File: src/rtl/rtc_pkg.sv
package rtc_pkg;

    typedef struct packed {
        logic [7:0] year;
        logic [3:0] mon;
        logic [4:0] mday;
        logic [2:0] wday;
        logic [4:0] hour;
        logic [5:0] min;
        logic [5:0] sec;
    } rtc_time_t;

    // Register indices decoded by software
    localparam logic [7:0] IDX_SEC   = 8'h00;
    localparam logic [7:0] IDX_MIN   = 8'h02;
    localparam logic [7:0] IDX_HOUR  = 8'h04;
    localparam logic [7:0] IDX_WDAY  = 8'h06;
    localparam logic [7:0] IDX_MDAY  = 8'h07;
    localparam logic [7:0] IDX_MON   = 8'h08;
    localparam logic [7:0] IDX_YEAR  = 8'h09;
    localparam logic [7:0] IDX_CTLA  = 8'h0A;
    localparam logic [7:0] IDX_CTLB  = 8'h0B;
    localparam logic [7:0] IDX_CTLC  = 8'h0C;

    localparam logic [6:0] CTLA_LOW  = 7'h26;
    localparam logic [7:0] CTLB_VAL  = 8'h46;
    localparam logic [11:0] YEAR_BASE = 12'd1952;

    function automatic logic is_leap(input logic [7:0] yoff);
        logic [11:0] yr;
        yr = YEAR_BASE + {4'd0, yoff};
        return ((yr % 12'd4) == 12'd0) &&
               (((yr % 12'd100) != 12'd0) || ((yr % 12'd400) == 12'd0));
    endfunction

    function automatic logic [4:0] month_len(input logic [3:0] mon, input logic leap);
        case (mon)
            4'd2:                      return leap ? 5'd29 : 5'd28;
            4'd4, 4'd6, 4'd9, 4'd11:   return 5'd30;
            default:                   return 5'd31;
        endcase
    endfunction

endpackage

File: src/rtl/rtc_tick_gen.sv
module rtc_tick_gen #(
    parameter int TICKS_PER_IRQ = 32,
    parameter int IRQ_PER_SEC   = 1024,
    parameter int UIP_WIN       = 8
) (
    input  logic clk,
    input  logic rst_n,
    input  logic tick_en,
    output logic sec_tick,
    output logic irq,
    output logic uip
);
    localparam int TPS   = TICKS_PER_IRQ * IRQ_PER_SEC;
    localparam int PRE_W = (TICKS_PER_IRQ > 1) ? $clog2(TICKS_PER_IRQ) : 1;
    localparam int TOT_W = (TPS > 1) ? $clog2(TPS) : 1;
    localparam logic [PRE_W-1:0] LAST_PRE  = PRE_W'(TICKS_PER_IRQ - 1);
    localparam logic [TOT_W-1:0] LAST_TOT  = TOT_W'(TPS - 1);
    localparam logic [TOT_W-1:0] UIP_START = TOT_W'(TPS - UIP_WIN);

    typedef struct packed {
        logic [PRE_W-1:0] pre;
        logic [TOT_W-1:0] tot;
        logic             irq;
        logic             uip;
    } tick_st_t;

    tick_st_t st_d, st_q;

    always_comb begin
        st_d     = st_q;
        st_d.irq = 1'b0;
        if (tick_en) begin
            if (st_q.pre == LAST_PRE) begin
                st_d.pre = '0;
                st_d.irq = 1'b1;
            end else begin
                st_d.pre = st_q.pre + 1'b1;
            end
            if (st_q.tot == LAST_TOT) begin
                st_d.tot = '0;
            end else begin
                st_d.tot = st_q.tot + 1'b1;
            end
        end
        st_d.uip = (st_d.tot >= UIP_START);
    end

    always_ff @(posedge clk) begin
        if (!rst_n) begin
            st_q <= '0;
        end else begin
            st_q <= st_d;
        end
    end

    assign sec_tick = tick_en && (st_q.tot == LAST_TOT);
    assign irq      = st_q.irq;
    assign uip      = st_q.uip;
endmodule

File: src/rtl/rtc_calendar.sv
module rtc_calendar
    import rtc_pkg::*;
(
    input  logic      clk,
    input  logic      rst_n,
    input  logic      sec_tick,
    input  rtc_time_t init_time,
    output rtc_time_t now
);
    rtc_time_t cal_d, cal_q;

    always_comb begin
        cal_d = cal_q;
        if (sec_tick) begin
            if (cal_q.sec != 6'd59) begin
                cal_d.sec = cal_q.sec + 6'd1;
            end else begin
                cal_d.sec = 6'd0;
                if (cal_q.min != 6'd59) begin
                    cal_d.min = cal_q.min + 6'd1;
                end else begin
                    cal_d.min = 6'd0;
                    if (cal_q.hour != 5'd23) begin
                        cal_d.hour = cal_q.hour + 5'd1;
                    end else begin
                        cal_d.hour = 5'd0;
                        cal_d.wday = (cal_q.wday == 3'd6) ? 3'd0 : cal_q.wday + 3'd1;
                        if (cal_q.mday != month_len(cal_q.mon, is_leap(cal_q.year))) begin
                            cal_d.mday = cal_q.mday + 5'd1;
                        end else begin
                            cal_d.mday = 5'd1;
                            if (cal_q.mon != 4'd12) begin
                                cal_d.mon = cal_q.mon + 4'd1;
                            end else begin
                                cal_d.mon  = 4'd1;
                                cal_d.year = cal_q.year + 8'd1;
                            end
                        end
                    end
                end
            end
        end
    end

    always_ff @(posedge clk) begin
        if (!rst_n) begin
            cal_q <= init_time;
        end else begin
            cal_q <= cal_d;
        end
    end

    assign now = cal_q;
endmodule

File: src/rtl/rtc_regfile.sv
module rtc_regfile
    import rtc_pkg::*;
(
    input  logic       clk,
    input  logic       rst_n,
    input  logic       idx_we,
    input  logic [7:0] idx_wdata,
    input  logic       dat_re,
    input  logic       dat_we,
    input  rtc_time_t  now,
    input  logic       uip,
    output logic [7:0] idx,
    output logic [7:0] rd_data,
    output logic       rd_valid,
    output logic       rd_err,
    output logic       wr_err
);
    typedef struct packed {
        logic [7:0] idx;
        logic [7:0] rdata;
        logic       rvalid;
        logic       rerr;
        logic       werr;
    } reg_st_t;

    reg_st_t rs_d, rs_q;
    logic [7:0] sel_data;
    logic       sel_err;

    always_comb begin
        sel_err = 1'b0;
        case (rs_q.idx)
            IDX_SEC:  sel_data = {2'd0, now.sec};
            IDX_MIN:  sel_data = {2'd0, now.min};
            IDX_HOUR: sel_data = {3'd0, now.hour};
            IDX_WDAY: sel_data = {5'd0, now.wday};
            IDX_MDAY: sel_data = {3'd0, now.mday};
            IDX_MON:  sel_data = {4'd0, now.mon};
            IDX_YEAR: sel_data = now.year;
            IDX_CTLA: sel_data = {uip, CTLA_LOW};
            IDX_CTLB: sel_data = CTLB_VAL;
            IDX_CTLC: sel_data = 8'h00;
            default: begin
                sel_data = 8'h00;
                sel_err  = 1'b1;
            end
        endcase
    end

    always_comb begin
        rs_d        = rs_q;
        rs_d.rvalid = dat_re;
        rs_d.rerr   = dat_re && sel_err;
        rs_d.werr   = dat_we;
        if (dat_re) begin
            rs_d.rdata = sel_data;
        end
        if (idx_we) begin
            rs_d.idx = idx_wdata;
        end
    end

    always_ff @(posedge clk) begin
        if (!rst_n) begin
            rs_q <= '0;
        end else begin
            rs_q <= rs_d;
        end
    end

    assign idx      = rs_q.idx;
    assign rd_data  = rs_q.rdata;
    assign rd_valid = rs_q.rvalid;
    assign rd_err   = rs_q.rerr;
    assign wr_err   = rs_q.werr;
endmodule

File: src/rtl/rtc_indexed.sv
module rtc_indexed
    import rtc_pkg::*;
#(
    parameter int TICKS_PER_IRQ = 32,
    parameter int IRQ_PER_SEC   = 1024,
    parameter int UIP_WIN       = 8
) (
    input  logic       clk,
    input  logic       rst_n,
    input  logic       tick_en,
    input  logic [5:0] init_sec,
    input  logic [5:0] init_min,
    input  logic [4:0] init_hour,
    input  logic [2:0] init_wday,
    input  logic [4:0] init_mday,
    input  logic [3:0] init_mon,
    input  logic [7:0] init_year,
    input  logic       idx_we,
    input  logic [7:0] idx_wdata,
    input  logic       dat_re,
    input  logic       dat_we,
    output logic [7:0] rd_data,
    output logic       rd_valid,
    output logic       rd_err,
    output logic       wr_err,
    output logic       irq
);
    rtc_time_t  init_w;
    rtc_time_t  now_w;
    logic       sec_tick_w;
    logic       uip_w;
    logic [7:0] idx_w;

    assign init_w = '{year: init_year, mon: init_mon, mday: init_mday,
                      wday: init_wday, hour: init_hour, min: init_min,
                      sec: init_sec};

    rtc_tick_gen #(
        .TICKS_PER_IRQ (TICKS_PER_IRQ),
        .IRQ_PER_SEC   (IRQ_PER_SEC),
        .UIP_WIN       (UIP_WIN)
    ) u_tick (
        .clk      (clk),
        .rst_n    (rst_n),
        .tick_en  (tick_en),
        .sec_tick (sec_tick_w),
        .irq      (irq),
        .uip      (uip_w)
    );

    rtc_calendar u_cal (
        .clk       (clk),
        .rst_n     (rst_n),
        .sec_tick  (sec_tick_w),
        .init_time (init_w),
        .now       (now_w)
    );

    rtc_regfile u_regs (
        .clk       (clk),
        .rst_n     (rst_n),
        .idx_we    (idx_we),
        .idx_wdata (idx_wdata),
        .dat_re    (dat_re),
        .dat_we    (dat_we),
        .now       (now_w),
        .uip       (uip_w),
        .idx       (idx_w),
        .rd_data   (rd_data),
        .rd_valid  (rd_valid),
        .rd_err    (rd_err),
        .wr_err    (wr_err)
    );
endmodule

File: config.mk
export PLATFORM = sky130hd
export DESIGN_NAME = rtc_indexed
export DESIGN_NICKNAME = d
export VERILOG_FILES = /design/src/rtl/rtc_pkg.sv /design/src/rtl/rtc_tick_gen.sv /design/src/rtl/rtc_calendar.sv /design/src/rtl/rtc_regfile.sv /design/src/rtl/rtc_indexed.sv
export SDC_FILE = /design/constraint.sdc
export NUM_CORES = 1
export LEC_CHECK = 0
export BUFFER_PORTS_ARGS = -buffer_cell sky130_fd_sc_hd__buf_2
export CORE_ASPECT_RATIO = 2
export CORE_MARGIN = 1.5
export CORE_UTILIZATION = 25
export CTS_CLUSTER_DIAMETER = 50
export DETAILED_ROUTE_END_ITERATION = 6
export PLACE_DENSITY = 0.38
export SETUP_SLACK_MARGIN = 0.4
export SYNTH_ARGS = -nofsm -noshare
export SYNTH_HDL_FRONTEND = slang
export SYNTH_HIERARCHICAL = 1
export SYNTH_SLANG_ARGS = --single-unit
File: constraint.sdc
create_clock -name clk -period 4.4 [get_ports clk]
set_clock_uncertainty 0.05 [all_clocks]
set_input_delay 0.44 -clock clk [delete_from_list [all_inputs] [get_ports clk]]
set_output_delay 0.44 -clock clk [all_outputs]
set_load 0.01 [all_outputs]
Yosys cells after proc, flatten, opt, wreduce, memory -nomap -nowiden
Cells that the tools add are included.
{"block": "word_totals", "reg_bits": 78, "inputBits": 51, "wordCells": 98}
{"block": "classes", "add_sub_neg": 10, "div_mod_pow": 2, "magnitude_cmp": 1, "eq_ne": 28, "muxes": 25, "reduce_logical": 16}
{"cell": "37-bit 2-to-1 mux", "count": 2}
{"cell": "8-bit one-hot mux with 9 select lines", "count": 1}
{"cell": "8-bit by 4-bit == test with 1-bit output (second input constant)", "count": 5}
{"cell": "5-bit 2-to-1 mux", "count": 7}
{"cell": "31-bit 2-to-1 mux", "count": 1}
{"cell": "25-bit 2-to-1 mux", "count": 1}
{"cell": "8-bit by 3-bit == test with 1-bit output (second input constant)", "count": 3}
{"cell": "12-bit zero test", "count": 2}
{"cell": "20-bit 2-to-1 mux", "count": 1}
{"cell": "16-bit 2-to-1 mux", "count": 1}
{"cell": "15-bit by 1-bit adder with 15-bit output (second input constant)", "count": 1}
{"cell": "5-bit by 1-bit adder with 5-bit output (second input constant)", "count": 3}
{"cell": "15-bit == test (second input constant)", "count": 1}
{"cell": "15-bit >= comparator (second input constant)", "count": 1}
{"cell": "15-bit 2-to-1 mux", "count": 1}
{"cell": "11-bit by 8-bit adder with 12-bit output (first input constant)", "count": 1}
{"cell": "6-bit by 1-bit adder with 6-bit output (second input constant)", "count": 2}
{"cell": "12-bit by 7-bit remainder unit with 12-bit output (second input constant)", "count": 1}
{"cell": "12-bit by 9-bit remainder unit with 12-bit output (second input constant)", "count": 1}
{"cell": "12-bit 2-to-1 mux", "count": 1}
{"cell": "6-bit 2-to-1 mux", "count": 2}
{"cell": "6-bit inequality test (second input constant)", "count": 2}
{"cell": "12-bit nonzero test", "count": 1}
{"cell": "2-bit inequality test (second input constant)", "count": 5}
{"cell": "other kinds (28)", "count": 35}

Depth between registers and ports, before layout
{"block": "logic_depth", "depth_word": 18, "depth_mapped": 14}

Hierarchy
Netlist, hierarchy kept.
{"module": "rtc_calendar", "instances": 1, "cells_per_inst": 299, "area_per_inst_um2": 2867.8}
{"module": "rtc_regfile", "instances": 1, "cells_per_inst": 131, "area_per_inst_um2": 1119.8}
{"module": "rtc_tick_gen", "instances": 1, "cells_per_inst": 121, "area_per_inst_um2": 1067.3}

Least setup slack after synthesis
OpenSTA, ideal clock, no wires.
{"block": "synth_path", "kind": "reg-to-reg", "from": "register u_cal.cal_q (netlist bit u_cal/now[34])", "to": "register u_cal.cal_q (netlist bit u_cal/now[29]) (enable)", "setup_ps": 332, "arrival_ps": 2880, "required_ps": 4018, "path_slack_ps": 1138, "path_stages_with_launch": 15, "path_buffers": 2, "cell_sequence": "edfxtp_1 ha_1 inv_1 ha_1 buf_6 xnor2_2 buf_4 mux2i_1 a221oi_2 nand2_1 a21oi_2 xnor2_1 or3_4 a21oi_4 o311a_1"}
{"block": "synth_between", "elab_chain_len": 14, "elab_cells_between_ends": 16, "cone_classes": "add/sub: 1; div: 2; eq/ne: 2; mux: 6; reduce/logical: 5"}
{"element": "start: declaration", "line": "rtc_calendar.sv:10", "text": "rtc_time_t cal_d, cal_q;"}
{"element": "start signal: assignment", "line": "rtc_calendar.sv:47", "text": "cal_q <= init_time;"}
{"element": "start signal: assignment", "line": "rtc_calendar.sv:49", "text": "cal_q <= cal_d;"}
{"element": "11-bit by 8-bit adder with 12-bit output *", "line": "rtc_pkg.sv:31", "text": "yr = YEAR_BASE + {4'd0, yoff};"}
{"element": "12-bit by 7-bit remainder unit with 12-bit output / 12-bit by 9-bit remainder unit with 12-bit output (equally long branches)", "line": "rtc_pkg.sv:33", "text": "(((yr % 12'd100) != 12'd0) || ((yr % 12'd400) == 12'd0));"}
{"element": "12-bit nonzero test / 12-bit zero test (equally long branches)", "line": "rtc_pkg.sv:33"}
{"element": "1-bit logical OR *", "line": "rtc_pkg.sv:33"}
{"element": "1-bit logical AND *", "line": "rtc_pkg.sv:32", "text": "return ((yr % 12'd4) == 12'd0) &&"}
{"element": "1-bit 2-to-1 mux *", "line": "rtc_pkg.sv:38", "text": "4'd2: return leap ? 5'd29 : 5'd28;"}
{"element": "5-bit one-hot mux with 2 select lines *", "line": "rtc_pkg.sv:37", "text": "case (mon)"}
{"element": "5-bit 2-to-1 mux *", "line": "rtc_calendar.sv:23", "text": "if (cal_q.hour != 5'd23) begin"}
{"element": "5-bit 2-to-1 mux *", "line": "rtc_calendar.sv:19", "text": "if (cal_q.min != 6'd59) begin"}
{"element": "5-bit 2-to-1 mux *", "line": "rtc_calendar.sv:15", "text": "if (cal_q.sec != 6'd59) begin"}
{"element": "5-bit 2-to-1 mux *", "line": "rtc_calendar.sv:14", "text": "if (sec_tick) begin"}
{"element": "5-bit inequality test *", "line": "rtc_calendar.sv:28", "text": "if (cal_q.mday != month_len(cal_q.mon, is_leap(cal_q.year))) begin"}
{"element": "2-bit inequality test (no line) *"}
{"element": "6-bit AND reduction (no line) *"}
Mark *: on every way between the ends. The rest lies on a longest branch, timed or not. The select of a mux whose other input is x is not followed.
A chain may end at the register's enable or synchronous reset.

Worst setup path after layout
{"block": "layout_path", "from": "register u_cal.cal_q (netlist bit u_cal/now[36])", "to": "register u_cal.cal_q (netlist bit u_cal/now[35]) (enable)"}
The elaborated chain is that of the path after synthesis.

==> impl_metrics.py <==
metrics = {
    "cts": {
        "clock_path_buffers": 2,
        "clock_sinks": 78,
        "cts_buffers": 9,
        "post_cts_buffers": 0,
        "htree_levels": 3,
        "cts_tree": "done",
        "root_buffer": "clkbuf_16",
        "path_clk_slew_ps": 60,
        "clkLatencyLatePin_ps": 350,
    },
    "worst_setup_path": {
        "crit_start": "u_cal/now[36]",
        "path_cells": "inv_1 > ha_1 > nand3b_1 > and2_1 > o221ai_1 > o221ai_1 > a22o_1 > o211ai_1 > nand2_1 > o21ai_2 > o311a_2",
        "crit_top_cell": "o221ai_1",
        "r2r_slack_ps": 640,
        "cp_slowest_stage_delay_ps": 570,
        "cp-start-kind": "flop",
        "critPathKind": "flop to flop",
        "cp_data_required_time_ps": 4380,
        "crit_path_end_kind": "flop",
        "r2r_start": "u_cal/now[36]",
        "crit_slowest_cell": "edfxtp_1",
        "path_max_fanout": 11,
        "arrival_ps": 3750,
    },
    "die": {
        "die_height_um": 204,
        "dieArea_um2": 21100,
        "start_util": 0.255,
        "num_io_pins": 63,
        "coreArea_um2": 19800,
        "chipWidth_um": 104,
        "row_count": 73,
    },
    "finish": {
        "fillers": 2151,
        "stdcell_count": 867,
        "utilization": 0.295,
        "area_growth_pct": 15.5,
        "nets": 666,
        "drive_above_1_share": 0.193,
        "antenna_cells": 0,
    },
    "sta": {
        "finalHoldViolCount": 0,
        "min_period_ps": 3760,
        "tns_ps": 0,
        "max_slew_margin": 0.463,
        "worst_slack_ps": 637,
        "finalMaxSlewViolations": 0,
        "timing.fmax_mhz": 266,
        "setup_viol": 0,
        "worstMarginPinSlew_ps": 804,
        "grt_setup_unrepaired": "false",
        "min_period_over_period": 0.855,
    },
    "worst_hold_path": {
        "hold_path.class": "input port to flop",
        "min_from": "dat_we",
    },
    "drt": {
        "routed_wl_um": 15500,
        "wire_per_inst_um": 17.9,
        "dr_total_vias": 4356,
        "ant_nets": 0,
        "vias_per_cell": 5.02,
        "first_pass_iters": 4,
        "drtIter0Drc": 210,
        "drc": 0,
    },
    "global_route": {
        "grt_max_degree": 35,
        "grt_pass1_vias": 4447,
        "grt_pass1_wl_um": 24100,
        "overflow": 0,
        "grt_usage": 0.148,
        "antenna_found_initial": 0,
    },
    "place": {
        "port_buffers": 62,
        "placed_cells": 851,
        "dp_worst_setup_slack_ps": 514,
        "gp_routability_congestion": 0.830,
        "dp.final_hpwl_um": 12000,
    },
    "yosys": {
        "synth_cells": 551,
        "ys.flop_type": "dfxtp_1",
        "synth-async-reset-ratio": 0,
        "synth_common_cells": "nor2_1 (52), dfxtp_1 (41), nand2_1 (41)",
        "ys_types": 79,
        "synth.yosys.seq_area_share": 0.382,
        "synth_nets": 617,
        "synth_edf_count": 37,
        "yosys_warnings": 6,
        "synth_seq_cells": 78,
        "syn-mean-instance-area_um2": 9.17,
        "yosysMostFrequentCell": "nor2_1",
        "yosysTopAreaCell": "edfxtp_1",
        "yosysTopAreaCellShare": 0.220,
        "synth_area_leaders": "edfxtp_1 (22%), dfxtp_1 (16%), nor2_1 (3.9%)",
        "syn-cell-area_um2": 5050,
    },
    "power_and_ir_drop": {
        "p_leak_nw": 2.16,
        "ir_drop_mv": 0.189,
        "power_density_nw_per_um2": 293,
    },
    "run_status": {
        "status": "complete, no violations",
    },
    "flow_run": {
        "drv_cap": 0,
    },
}
-- layout make-up --
class	count	area (um2)	share of cell area
multi-input combinational	423	2880	0.493
clock inverter	6	37.5	0.00643
tap	262	328	0.0561
timing repair buffer	69	363	0.0621
inverter	19	71.3	0.0122
clock buffer	10	229	0.0392
sequential	78	1930	0.331
-- path summary, 6_finish.rpt --
check / end / depth (start not counted)
min: u_regs/wr_err / 2
max: u_cal/now[35] / 11
max reg2reg: u_cal/now[35] / 11
min reg2reg: u_regs/rd_data[3] / 2
-- metal layers --
layer / track usage / up-vias / share of wire
li1: - / 2135 / -
met1: 0.143 / 2103 / 0.35
met2: 0.310 / 103 / 0.60
met3: 0.0201 / 15 / 0.028
met4: 0.0570 / 0 / 0.019
met5: 0 / - / 0
-- layout by cell type (no fill, tap or decap), types with 5 or more instances in the layout --
cell	synthesis	final
inv_1	18	18
o21ai_0	29	29
o2111ai_1	5	5
and2_1	5	5
dfxtp_1	41	41
buf_2	6	62
mux2_2	11	11
xor2_1	13	13
clkbuf_16	0	9
xnor2_1	22	22
ha_1	15	15
nand3_1	25	25
o21ai_1	7	7
nand2b_1	10	10
nor4_1	5	5
buf_4	5	7
edfxtp_1	37	37
nor3b_1	5	5
nor2_1	52	52
a21oi_1	28	28
nor2b_1	11	11
nor3_1	5	5
o2bb2ai_1	10	10
mux2i_1	19	19
a31oi_1	7	7
nand2_1	41	41
nand3b_1	5	5
and3_1	14	14
-- timing repair --
action / 4_1_cts / 5_1_grt
setup endpoints to repair: 0 / 8
resized for setup: 0 / 1
hold buffers: 0 / 0
-- stage by stage --
stage / power [mW] / cell area [um2] / hold slack, ps
2_1_floorplan: 0.959 / 5050 / 417
3_3_place_gp: 1.03 / 5570 / 418
3_5_place_dp: 1.03 / 5570 / 411
4_1_cts: 1.74 / 5840 / 240
5_1_grt: 1.79 / 5840 / 255
6_report: 1.71 / 5840 / 251
-- cells by family (layout without fill, tap and decap cells) --
group           count (synthesis)  count (layout)  synth area share
simple gates                  204             204             0.215
compound gates                138             138             0.191
flops                          78              78             0.382
buf+inv                        50             104            0.0483
xor+xnor                       36              36            0.0639
mux                            30              30            0.0621
fa+ha+maj                      15              15            0.0371
-- state kept, by name, summed over array words and instances (netlist names) --
signal	cells
u_tick/irq	1
u_tick/st_q	20
u_regs/idx	8
u_cal/now	37
u_tick/uip	1
u_regs/wr_err	1
u_regs/rd_err	1
u_regs/rd_data	8
u_regs/rd_valid	1
-- critical path: cells and delay by family (launching register included) --
kind,cells,cell delay (ps)
AO/OA/AOI/OAI,6,1590
AND/OR/NAND/NOR,3,680
flip-flops,1,570
adder cells (fa/ha/maj),1,400
buffers and inverters,1,150
-- power by group --
part / switching (mW) / leakage [nW] / internal [mW] / total (mW)
registers: 0.0391 / 0.676 / 0.789 / 0.829
logic: 0.102 / 1.35 / 0.0861 / 0.188
clock network: 0.311 / 0.134 / 0.381 / 0.692
total: 0.453 / 2.16 / 1.26 / 1.71
Note: power is estimated with default switching activity, not from simulation.
